[src/rtl/hbs_pkg.sv]
package hbs_pkg;
  typedef enum logic [1:0] {
    DRV_OFF = 2'd0,
    DRV_FWD = 2'd1,
    DRV_REV = 2'd2
  } drive_e;

  // Value order is the phase order; the sequencer skips forward through it.
  typedef enum logic [2:0] {
    PH_IDLE  = 3'd0,
    PH_FWD   = 3'd1,
    PH_COAST = 3'd2,
    PH_REV   = 3'd3,
    PH_RECOV = 3'd4
  } phase_e;
endpackage

[src/rtl/hbs_edge.sv]
module hbs_edge (
  input  logic clk,
  input  logic rst_n,
  input  logic en,
  input  logic lvl,
  output logic rise
);
  logic lvl_q;

  always_ff @(posedge clk or negedge rst_n) begin
    if (!rst_n) lvl_q <= 1'b0;
    else        lvl_q <= lvl;
  end

  assign rise = en & lvl & ~lvl_q;
endmodule

[src/rtl/hbs_phase_seq.sv]
module hbs_phase_seq
  import hbs_pkg::*;
#(
  parameter int CNT_W     = 8,
  parameter int REC_W     = 4,
  parameter int REC_SCALE = 4
) (
  input  logic             clk,
  input  logic             rst_n,
  input  logic             en,
  input  logic             start,
  input  logic             vib,
  input  logic [CNT_W-1:0] fwd_len,
  input  logic [CNT_W-1:0] coast_len,
  input  logic [CNT_W-1:0] rev_len,
  input  logic [REC_W-1:0] rec_code,
  output drive_e           req,
  output logic             seq_on,
  output logic             busy
);
  localparam int REC_MAX = ((1 << REC_W) - 1) * REC_SCALE;
  localparam int REC_TW  = $clog2(REC_MAX + 1);
  localparam int CW      = (CNT_W > REC_TW) ? CNT_W : REC_TW;
  localparam int NPH     = 4;

  typedef logic [NPH-1:0][CW-1:0] lens_t;
  typedef struct packed {
    phase_e        ph;
    logic [CW-1:0] cnt;
  } pick_t;

  phase_e        phase;
  logic [CW-1:0] cnt;
  lens_t         held;
  lens_t         fresh;

  assign fresh = {CW'(CW'(REC_SCALE) * CW'(rec_code)), CW'(rev_len),
                  CW'(coast_len), CW'(fwd_len)};

  // First non-empty phase at or after slot 'from'; IDLE if none remain.
  function automatic pick_t pick(input int from, input lens_t l);
    pick_t r;
    r.ph  = PH_IDLE;
    r.cnt = '0;
    for (int i = NPH - 1; i >= 0; i--) begin
      if (i >= from && l[i] != '0) begin
        r.ph  = phase_e'(3'(i + 1));
        r.cnt = l[i] - 1'b1;
      end
    end
    return r;
  endfunction

  pick_t nxt_start, nxt_step;
  assign nxt_start = pick(0, fresh);
  assign nxt_step  = pick(int'(phase), held);

  always_ff @(posedge clk or negedge rst_n) begin
    if (!rst_n) begin
      phase <= PH_IDLE;
      cnt   <= '0;
      held  <= '0;
    end else if (!en) begin
      phase <= PH_IDLE;
      cnt   <= '0;
    end else if (phase == PH_IDLE) begin
      if (start) begin
        held  <= fresh;
        phase <= nxt_start.ph;
        cnt   <= nxt_start.cnt;
      end
    end else if (cnt == '0) begin
      phase <= nxt_step.ph;
      cnt   <= nxt_step.cnt;
    end else begin
      cnt <= cnt - 1'b1;
    end
  end

  always_comb begin
    unique case (phase)
      PH_FWD:   req = DRV_FWD;
      PH_COAST: req = DRV_OFF;
      PH_REV:   req = DRV_REV;
      default:  req = (vib && en) ? DRV_FWD : DRV_OFF;
    endcase
  end

  assign seq_on = (phase == PH_FWD) || (phase == PH_COAST) || (phase == PH_REV);
  assign busy   = (phase != PH_IDLE);
endmodule

[src/rtl/hbs_bridge_out.sv]
module hbs_bridge_out
  import hbs_pkg::*;
#(
  parameter int DEAD_CYC = 4
) (
  input  logic   clk,
  input  logic   rst_n,
  input  logic   en,
  input  drive_e req,
  input  logic   seq_on,
  output logic   pos_hi,
  output logic   pos_lo,
  output logic   neg_hi,
  output logic   neg_lo,
  output logic   vset_haptic
);
  localparam int OW = $clog2(DEAD_CYC + 1);

  drive_e        cur;
  drive_e        last_dir;
  logic [OW-1:0] off_cnt;
  logic          sel_q;
  logic          dead_ok;
  logic [OW-1:0] off_inc;

  assign dead_ok = (last_dir == DRV_OFF) || (last_dir == req) ||
                   (off_cnt >= OW'(DEAD_CYC));
  assign off_inc = (off_cnt >= OW'(DEAD_CYC)) ? off_cnt : off_cnt + 1'b1;

  always_ff @(posedge clk or negedge rst_n) begin
    if (!rst_n) begin
      cur      <= DRV_OFF;
      last_dir <= DRV_OFF;
      off_cnt  <= OW'(DEAD_CYC);
      sel_q    <= 1'b0;
    end else begin
      sel_q <= en & seq_on;
      if (cur != DRV_OFF && (!en || req != cur)) begin
        cur      <= DRV_OFF;
        last_dir <= cur;
        off_cnt  <= OW'(1);
      end else if (cur == DRV_OFF) begin
        if (en && req != DRV_OFF && dead_ok) cur <= req;
        else                                 off_cnt <= off_inc;
      end
    end
  end

  assign pos_hi      = en & (cur == DRV_FWD);
  assign neg_lo      = en & (cur == DRV_FWD);
  assign pos_lo      = en & (cur == DRV_REV);
  assign neg_hi      = en & (cur == DRV_REV);
  assign vset_haptic = en & sel_q;
endmodule

[src/rtl/haptic_bridge_seq.sv]
module haptic_bridge_seq
  import hbs_pkg::*;
#(
  parameter int CNT_W     = 8,
  parameter int REC_W     = 4,
  parameter int REC_SCALE = 4,
  parameter int DEAD_CYC  = 4
) (
  input  logic                   clk,
  input  logic                   rst_n,
  input  logic                   chip_en,
  input  logic                   vib_en,
  input  logic                   hap_trig,
  input  logic [2*CNT_W-1:0]     timing_a,
  input  logic [CNT_W+REC_W-1:0] timing_b,
  output logic                   pos_hi,
  output logic                   pos_lo,
  output logic                   neg_hi,
  output logic                   neg_lo,
  output logic                   vset_haptic,
  output logic                   busy
);
  logic   trig_rise;
  logic   seq_on;
  drive_e req;

  hbs_edge u_edge (
    .clk (clk), .rst_n (rst_n), .en (chip_en), .lvl (hap_trig), .rise (trig_rise)
  );

  hbs_phase_seq #(
    .CNT_W (CNT_W), .REC_W (REC_W), .REC_SCALE (REC_SCALE)
  ) u_seq (
    .clk       (clk),
    .rst_n     (rst_n),
    .en        (chip_en),
    .start     (trig_rise),
    .vib       (vib_en),
    .fwd_len   (timing_a[CNT_W-1:0]),
    .coast_len (timing_a[2*CNT_W-1:CNT_W]),
    .rev_len   (timing_b[CNT_W-1:0]),
    .rec_code  (timing_b[CNT_W+REC_W-1:CNT_W]),
    .req       (req),
    .seq_on    (seq_on),
    .busy      (busy)
  );

  hbs_bridge_out #(.DEAD_CYC (DEAD_CYC)) u_out (
    .clk         (clk),
    .rst_n       (rst_n),
    .en          (chip_en),
    .req         (req),
    .seq_on      (seq_on),
    .pos_hi      (pos_hi),
    .pos_lo      (pos_lo),
    .neg_hi      (neg_hi),
    .neg_lo      (neg_lo),
    .vset_haptic (vset_haptic)
  );
endmodule

[config.mk]
export PLATFORM = sky130hd
export DESIGN_NAME = haptic_bridge_seq
export DESIGN_NICKNAME = d
export VERILOG_FILES = /design/src/rtl/hbs_pkg.sv /design/src/rtl/hbs_edge.sv /design/src/rtl/hbs_phase_seq.sv /design/src/rtl/hbs_bridge_out.sv /design/src/rtl/haptic_bridge_seq.sv
export SDC_FILE = /design/constraint.sdc
export NUM_CORES = 1
export LEC_CHECK = 0
export BUFFER_PORTS_ARGS = -buffer_cell sky130_fd_sc_hd__buf_2
export CORE_MARGIN = 2
export CORE_UTILIZATION = 30
export DETAILED_ROUTE_END_ITERATION = 6
export SYNTH_ARGS = -nofsm -noshare
export SYNTH_HDL_FRONTEND = slang
export SYNTH_SLANG_ARGS = --single-unit
[constraint.sdc]
create_clock -name clk -period 2.7 [get_ports clk]
set_clock_uncertainty 0.2 [all_clocks]
set_input_delay 0.135 -clock clk [delete_from_list [all_inputs] [get_ports clk]]
set_output_delay 0.135 -clock clk [all_outputs]
set_load 0.1 [all_outputs]
==> results of run 1 <==
through the flow:
| step | hold slack [ns] | instances | worst slack, ns | util, % | total power, mW |
|---|---|---|---|---|---|
| 3_3_place_gp | 0.0567 | 575 | 0.262 | 34.4 | 1.63 |
| 2_1_floorplan | -0.361 | 401 | 0.321 | - | 1.41 |
| 5_1_grt | 0.0725 | 604 | 0.0857 | 37.1 | 2.24 |
| 6_report | 0.0576 | 604 | 0.213 | 37.1 | 2.07 |
| 3_5_place_dp | 0.0588 | 575 | 0.242 | 34.4 | 1.65 |
| 4_1_cts | 0.0508 | 604 | 0.230 | 37.1 | 2.08 |
state kept, by name (all words and copies together), names as in the netlist:
signal          cells
u_out.last_dir      2
u_out.sel_q         1
u_edge.lvl_q        1
u_out.cur           2
u_seq.cnt           8
u_out.off_cnt       3
u_seq.held         20
u_seq.phase         3
cell type report:
| type | instances | area share [%] |
|---|---|---|
| timing repair buffer | 75 | 12.9 |
| clock buffer | 6 | 1.80 |
| inverter | 24 | 2.23 |
| multi-input combinational | 318 | 53.8 |
| clock inverter | 1 | 0.124 |
| tap | 140 | 4.34 |
| sequential | 40 | 24.8 |
logic make-up (layout without fill, tap and decap cells):
family          after synthesis  after routing  share of synthesized area, %
simple gates                145            145                          23.5
flops                        40             40                          29.8
compound gates              117            117                          23.3
xor+xnor                     19             19                          4.95
mux                          21             21                          6.92
fa+ha+maj                    16             16                          5.95
buf+inv                      43            106                          5.62
path summary, 6_finish.rpt:
path                                          startpoint                       endpoint  depth (start not counted)
max in group asynchronous                          rst_n     u_seq.held[23]$_DFFE_PN0P_                          2
setup / recovery              u_seq.held[16]$_DFFE_PN0P_       u_seq.cnt[3]$_DFFE_PN0P_                          8
hold reg to reg            u_out.last_dir[1]$_DFFE_PN0P_  u_out.last_dir[1]$_DFFE_PN0P_                          1
min in group asynchronous                          rst_n       u_out.cur[1]$_DFFE_PN0P_                          2
hold / removal                               timing_b[2]     u_seq.held[18]$_DFFE_PN0P_                          2
setup reg to reg              u_seq.held[16]$_DFFE_PN0P_       u_seq.cnt[3]$_DFFE_PN0P_                          8
critical path, delay by kind of cell, from the launching register on:
family	cells	cell delay, ns
AO/OA/AOI/OAI	4	0.64
AND/OR/NAND/NOR	1	0.49
flip-flops	1	0.44
multiplexers	1	0.36
adder cells (fa/ha/maj)	1	0.16
buffers and inverters	1	0.10
power breakdown:
part	switching [mW]	total (mW)	internal (mW)
Sequential	0.144	0.862	0.718
Clock	0.216	0.393	0.176
Combinational	0.446	0.818	0.372
Total	0.807	2.07	1.27
placed cells by master (no fill, tap or decap), types with 8 or more instances in the layout:
cell type      Yosys  routed
dlygate4sd3_1      0      22
nor2b_1            8       8
xnor2_1           11      11
buf_4              2      15
o21ai_0           31      31
buf_2              4      38
nand2_1           34      34
dfrtp_1           39      39
nor2_1            29      29
xor2_1             8       8
inv_1             24      24
ha_1              16      16
a21oi_1           24      24
nor3_1            16      16
mux2_2            18      18
nand3_1           10      10
repair_timing:
item,CTS,global route
hold buffers,22,0
hold endpoints to repair,63,0
resized for setup,0,0
metal layers:
metal,routed length (um),share of wire (%),track usage [%],vias up
met5,0,0,0,-
met4,213,2.3,4.25,0
met3,469,5.0,3.20,23
met2,4230,45,26.2,110
met1,4550,48,22.8,1551
li1,-,-,-,1592
==> results.sh, run 1 <==
export IMPL_status="finished clean"
export IMPL_path_clk_slew_ns=0.08
export IMPL_vias=3276
export IMPL_synth_most_common_cell="dfrtp_1"
export IMPL_synthFlopType="dfrtp_1"
export IMPL_min_period_over_period_pct=92.1
export IMPL_cp_cell_sequence="inv_1, ha_1, or4b_4, o21ai_4, mux2_2, o21ai_0, o21ai_1, a32o_1"
export IMPL_max_slew_margin_pct=37.5
export IMPL_grt_pass1_vias=3152
export IMPL_required_ns=2.69
export IMPL_viasPerCell=5.42
export IMPL_fill_cells=1121
export IMPL_async_flop_share_pct=100
export IMPL_dp_hpwl_um=7140
export IMPL_yosys_area_top_type_share_pct=29.0
export IMPL_nets=513
export IMPL_rsz0062_at_grt="false"
export IMPL_crit_arrival_ns=2.48
export IMPL_cts_setup_buffers=0
export IMPL_hold_path_class="in2reg"
export IMPL_routed_wl_um=9460
export IMPL_cap_violations=0
export IMPL_die_y_um=110
export IMPL_place_congestion=0.849
export IMPL_drt_iter0_markers=161
export IMPL_slowest_stage="or4b_4"
export IMPL_critPathMaxStageDelay_ns=0.49
export IMPL_start_util_pct=30.9
export IMPL_fmax_ghz=0.402
export IMPL_multi_input_area_um2=2170
export IMPL_yosys_warnings=0
export IMPL_area_growth_pct=20.1
export IMPL_synth_edf_count=0
export IMPL_die_w_um=110
export IMPL_yosysTopAreaCell="dfrtp_1"
export IMPL_worstPathMaxFanout=6
export IMPL_avgSynthCellArea_um2=8.39
export IMPL_grt_max_degree=41
export IMPL_grt_total_usage_pct=16.5
export IMPL_grt_pass1_wl_um=15500
export IMPL_clock_sinks=40
export IMPL_dpl_cell_area_um2=3740
export IMPL_regArea_um2=1000
export IMPL_insertion_delay_ns=0.30
export IMPL_drc=0
export IMPL_critPathCaptureType="flop"
export IMPL_numPortBuffers=38
export IMPL_die_area_um2=12100
export IMPL_htreeDepth=2
export IMPL_n_antenna_cell=0
export IMPL_tns_ns=0
export IMPL_slew_viol_final=0
export IMPL_max_vdd_ir_drop_mv=0.282
export IMPL_cp_start_kind="flop"
export IMPL_syn_num_nets=450
export IMPL_synthesis_area_um2=3360
export IMPL_antenna_found_initial=0
export IMPL_cts_made_buffers=5
export IMPL_drive_gt1_share_pct=19.2
export IMPL_powerDensity_nw_per_um2=513
export IMPL_regToRegSetupSlack_ns=0.21
export IMPL_hold_viol=0
export IMPL_yosysSeqAreaShare_pct=29.8
export IMPL_wl_per_cell_um=15.7
export IMPL_synth_common_cells="dfrtp_1 (39), nand2_1 (34), o21ai_0 (31), nor2_1 (29)"
export IMPL_dr_pass1_iters=5
export IMPL_cts_tree="done"
export IMPL_globalRouteOverflowTotal=0
export IMPL_design_area_um2=4040
export IMPL_rows=38
export IMPL_crit_type="reg2reg"
export IMPL_setup_viol=0
export IMPL_final_antenna_net_count=0
export IMPL_synth_seq_cells=40
export IMPL_p_leak_nw=1.71
export IMPL_ioPinCount=39
export IMPL_clockRootBuffer="clkbuf_8"
export IMPL_final_min_clock_period_ns=2.49
export IMPL_synthCells=401
export IMPL_core_area_um2=10900
export IMPL_tightest_slew_ns=0.938
export IMPL_synth_distinct_cells=63
export IMPL_cts_path_max_buffers=2
export IMPL_synth_area_leaders="dfrtp_1 (29%), mux2_2 (6.0%), ha_1 (6.0%)"
No activity file was read; power rests on OpenSTA's default activity.
==> run 2: changes to the inputs <==
--- a/constraint.sdc
+++ b/constraint.sdc
@@ -4,2 +4,2 @@
 set_output_delay 0.135 -clock clk [all_outputs]
-set_load 0.1 [all_outputs]
+set_load 0.005 [all_outputs]
==> run 2 against run 1 <==
Global-route usage up 0.38 points. Critical endpoint is now u_seq.cnt[2]$_DFFE_PN0P_. First-iteration DRC count up 19%. Fmax down 2.0%. Utilization up 0.38 points. Largest cell class unchanged. Count of clock-buffer cells in the layout down 1. Non-clock buffer count up 1. Critical path depth unchanged. Die area unchanged. Critical path type is now in2reg. Register-to-register slack worse by 0.04 ns.
==> results.sh, run 2 (same netlist as run 1, synthesis figures left out) <==
export IMPL_final_common_cell="dfrtp_1"
export IMPL_path_clk_slew_ns=0.08
export IMPL_max_slew_margin_pct=36.0
export IMPL_cp_start_kind="input port"
export IMPL_core_area_um2=10900
export IMPL_p_leak_nw=1.73
export IMPL_critPathCaptureType="flop"
export IMPL_insertion_delay_ns=0.30
export IMPL_hold_viol=0
export IMPL_cts_made_buffers=5
export IMPL_status="finished clean"
export IMPL_wl_per_cell_um=15.7
export IMPL_utilization_pct=37.5
export IMPL_largest_register="u_seq.held"
export IMPL_hold_path_class="in2reg"
export IMPL_rsz0062_at_grt="false"
export IMPL_globalRouteOverflowTotal=0
export IMPL_crit_arrival_ns=2.56
export IMPL_rows=38
export IMPL_slew_viol_final=0
export IMPL_largest_reg_flops=20
export IMPL_postCtsHoldBufs=22
export IMPL_cp_cell_sequence="dlygate4sd3_1, buf_2, nor4_2, nand3_1, nand2_1, o22ai_1, a221o_1, a32oi_1"
export IMPL_area_growth_pct=21.4
export IMPL_setup_viol=0
export IMPL_drc=0
export IMPL_cts_tree="done"
export IMPL_cts_path_max_buffers=2
export IMPL_hold_ws_ns=0.0429
export IMPL_viasPerCell=5.37
export IMPL_design_area_um2=4080
export IMPL_grt_pass1_vias=3173
export IMPL_nets=514
export IMPL_cap_violations=0
export IMPL_crit_family="simple AND/OR/NAND/NOR gates"
export IMPL_crit_type="in2reg"
export IMPL_dr_pass1_iters=5
export IMPL_die_area_um2=12100
export IMPL_reg_top3="u_seq.held (20), u_seq.cnt (8)"
export IMPL_die_y_um=110
export IMPL_timing_final_ws_setup_ns=0.163
export IMPL_drt_iter0_markers=191
export IMPL_max_vdd_ir_drop_mv=0.258
export IMPL_worstPathMaxFanout=8
export IMPL_numPortBuffers=38
export IMPL_cts_setup_buffers=0
export IMPL_required_ns=2.72
export IMPL_grt_pass1_wl_um=16000
export IMPL_clock_sinks=40
export IMPL_tns_ns=0
export IMPL_clockRootBuffer="clkbuf_8"
export IMPL_dpl_cell_area_um2=3750
export IMPL_dp_hpwl_um=7220
export IMPL_routed_wl_um=9520
export IMPL_fill_cells=1105
export IMPL_start_util_pct=30.9
export IMPL_fmax_ghz=0.394
export IMPL_slowest_stage="dlygate4sd3_1"
export IMPL_min_period_over_period_pct=94.0
export IMPL_ioPinCount=39
export IMPL_layout_common_cells="dfrtp_1 (39), buf_2 (38), nand2_1 (34), o21ai_0 (31), nor2_1 (29)"
export IMPL_vias=3253
export IMPL_final_min_clock_period_ns=2.54
export IMPL_post_cts_resized=0
export IMPL_grt_max_degree=41
export IMPL_antenna_found_initial=0
export IMPL_tightest_slew_ns=0.961
export IMPL_critPathMaxStageDelay_ns=0.54
export IMPL_powerDensity_nw_per_um2=531
export IMPL_pre_cts_ws_ns=0.192
export IMPL_grt_total_usage_pct=16.9
export IMPL_final_antenna_net_count=0
export IMPL_critPathBufInv=2
export IMPL_place_congestion=0.886
export IMPL_regToRegSetupSlack_ns=0.17
export IMPL_htreeDepth=2
export IMPL_drive_gt1_share_pct=19.7
export IMPL_n_antenna_cell=0
export IMPL_die_w_um=110
==> run 2: cell count changes in the layout (fill, tap and decap cells not counted) <==
cell	change
buf_4	+1
bufinv_16	+1
clkbuf_1	-1
clkinvlp_4	+1
==> run 2: layout make-up <==
cell class	count	area [um2]	area share, %
flip-flops and latches	40	1000	24.6
clock buffers	5	68.8	1.69
inverters	24	90.1	2.21
repair buffers	76	531	13.0
clock inverters	3	42.5	1.04
well taps	140	175	4.29
multi-input cells	318	2170	53.2
==> run 2: path summary, 6_finish.rpt <==
path	start	endpoint	cells past startpoint
worst min register to register	u_out.last_dir[1]$_DFFE_PN0P_	u_out.last_dir[1]$_DFFE_PN0P_	1
worst max register to register	u_seq.held[8]$_DFFE_PN0P_	u_seq.phase[2]$_DFFE_PN0P_	8
max in group asynchronous	rst_n	u_seq.cnt[4]$_DFFE_PN0P_	2
worst min-delay path	timing_b[2]	u_seq.held[18]$_DFFE_PN0P_	2
worst max-delay path	timing_a[10]	u_seq.cnt[2]$_DFFE_PN0P_	8
min in group asynchronous	rst_n	u_out.off_cnt[0]$_DFFE_PN0P_	2
==> run 2: per-layer routing <==
layer / up-vias / GRT usage, % / part of all wire, %
li1: 1596 / - / -
met1: 1566 / 22.9 / 47
met2: 77 / 26.9 / 47
met3: 14 / 3.32 / 4.4
met4: 0 / 4.97 / 1.3
met5: - / 0 / 0
==> run 2: metrics by stage <==
step	total power, mW	std cells
after global placement	1.62	576
after CTS	2.18	606
after detailed placement	1.64	576
after floorplan	1.39	401
after global routing	2.34	606
final	2.17	606
==> run 2: where the power goes <==
group,internal (mW),total [mW],switching [mW]
Sequential,0.718,0.861,0.143
Combinational,0.375,0.800,0.426
Clock,0.274,0.506,0.232
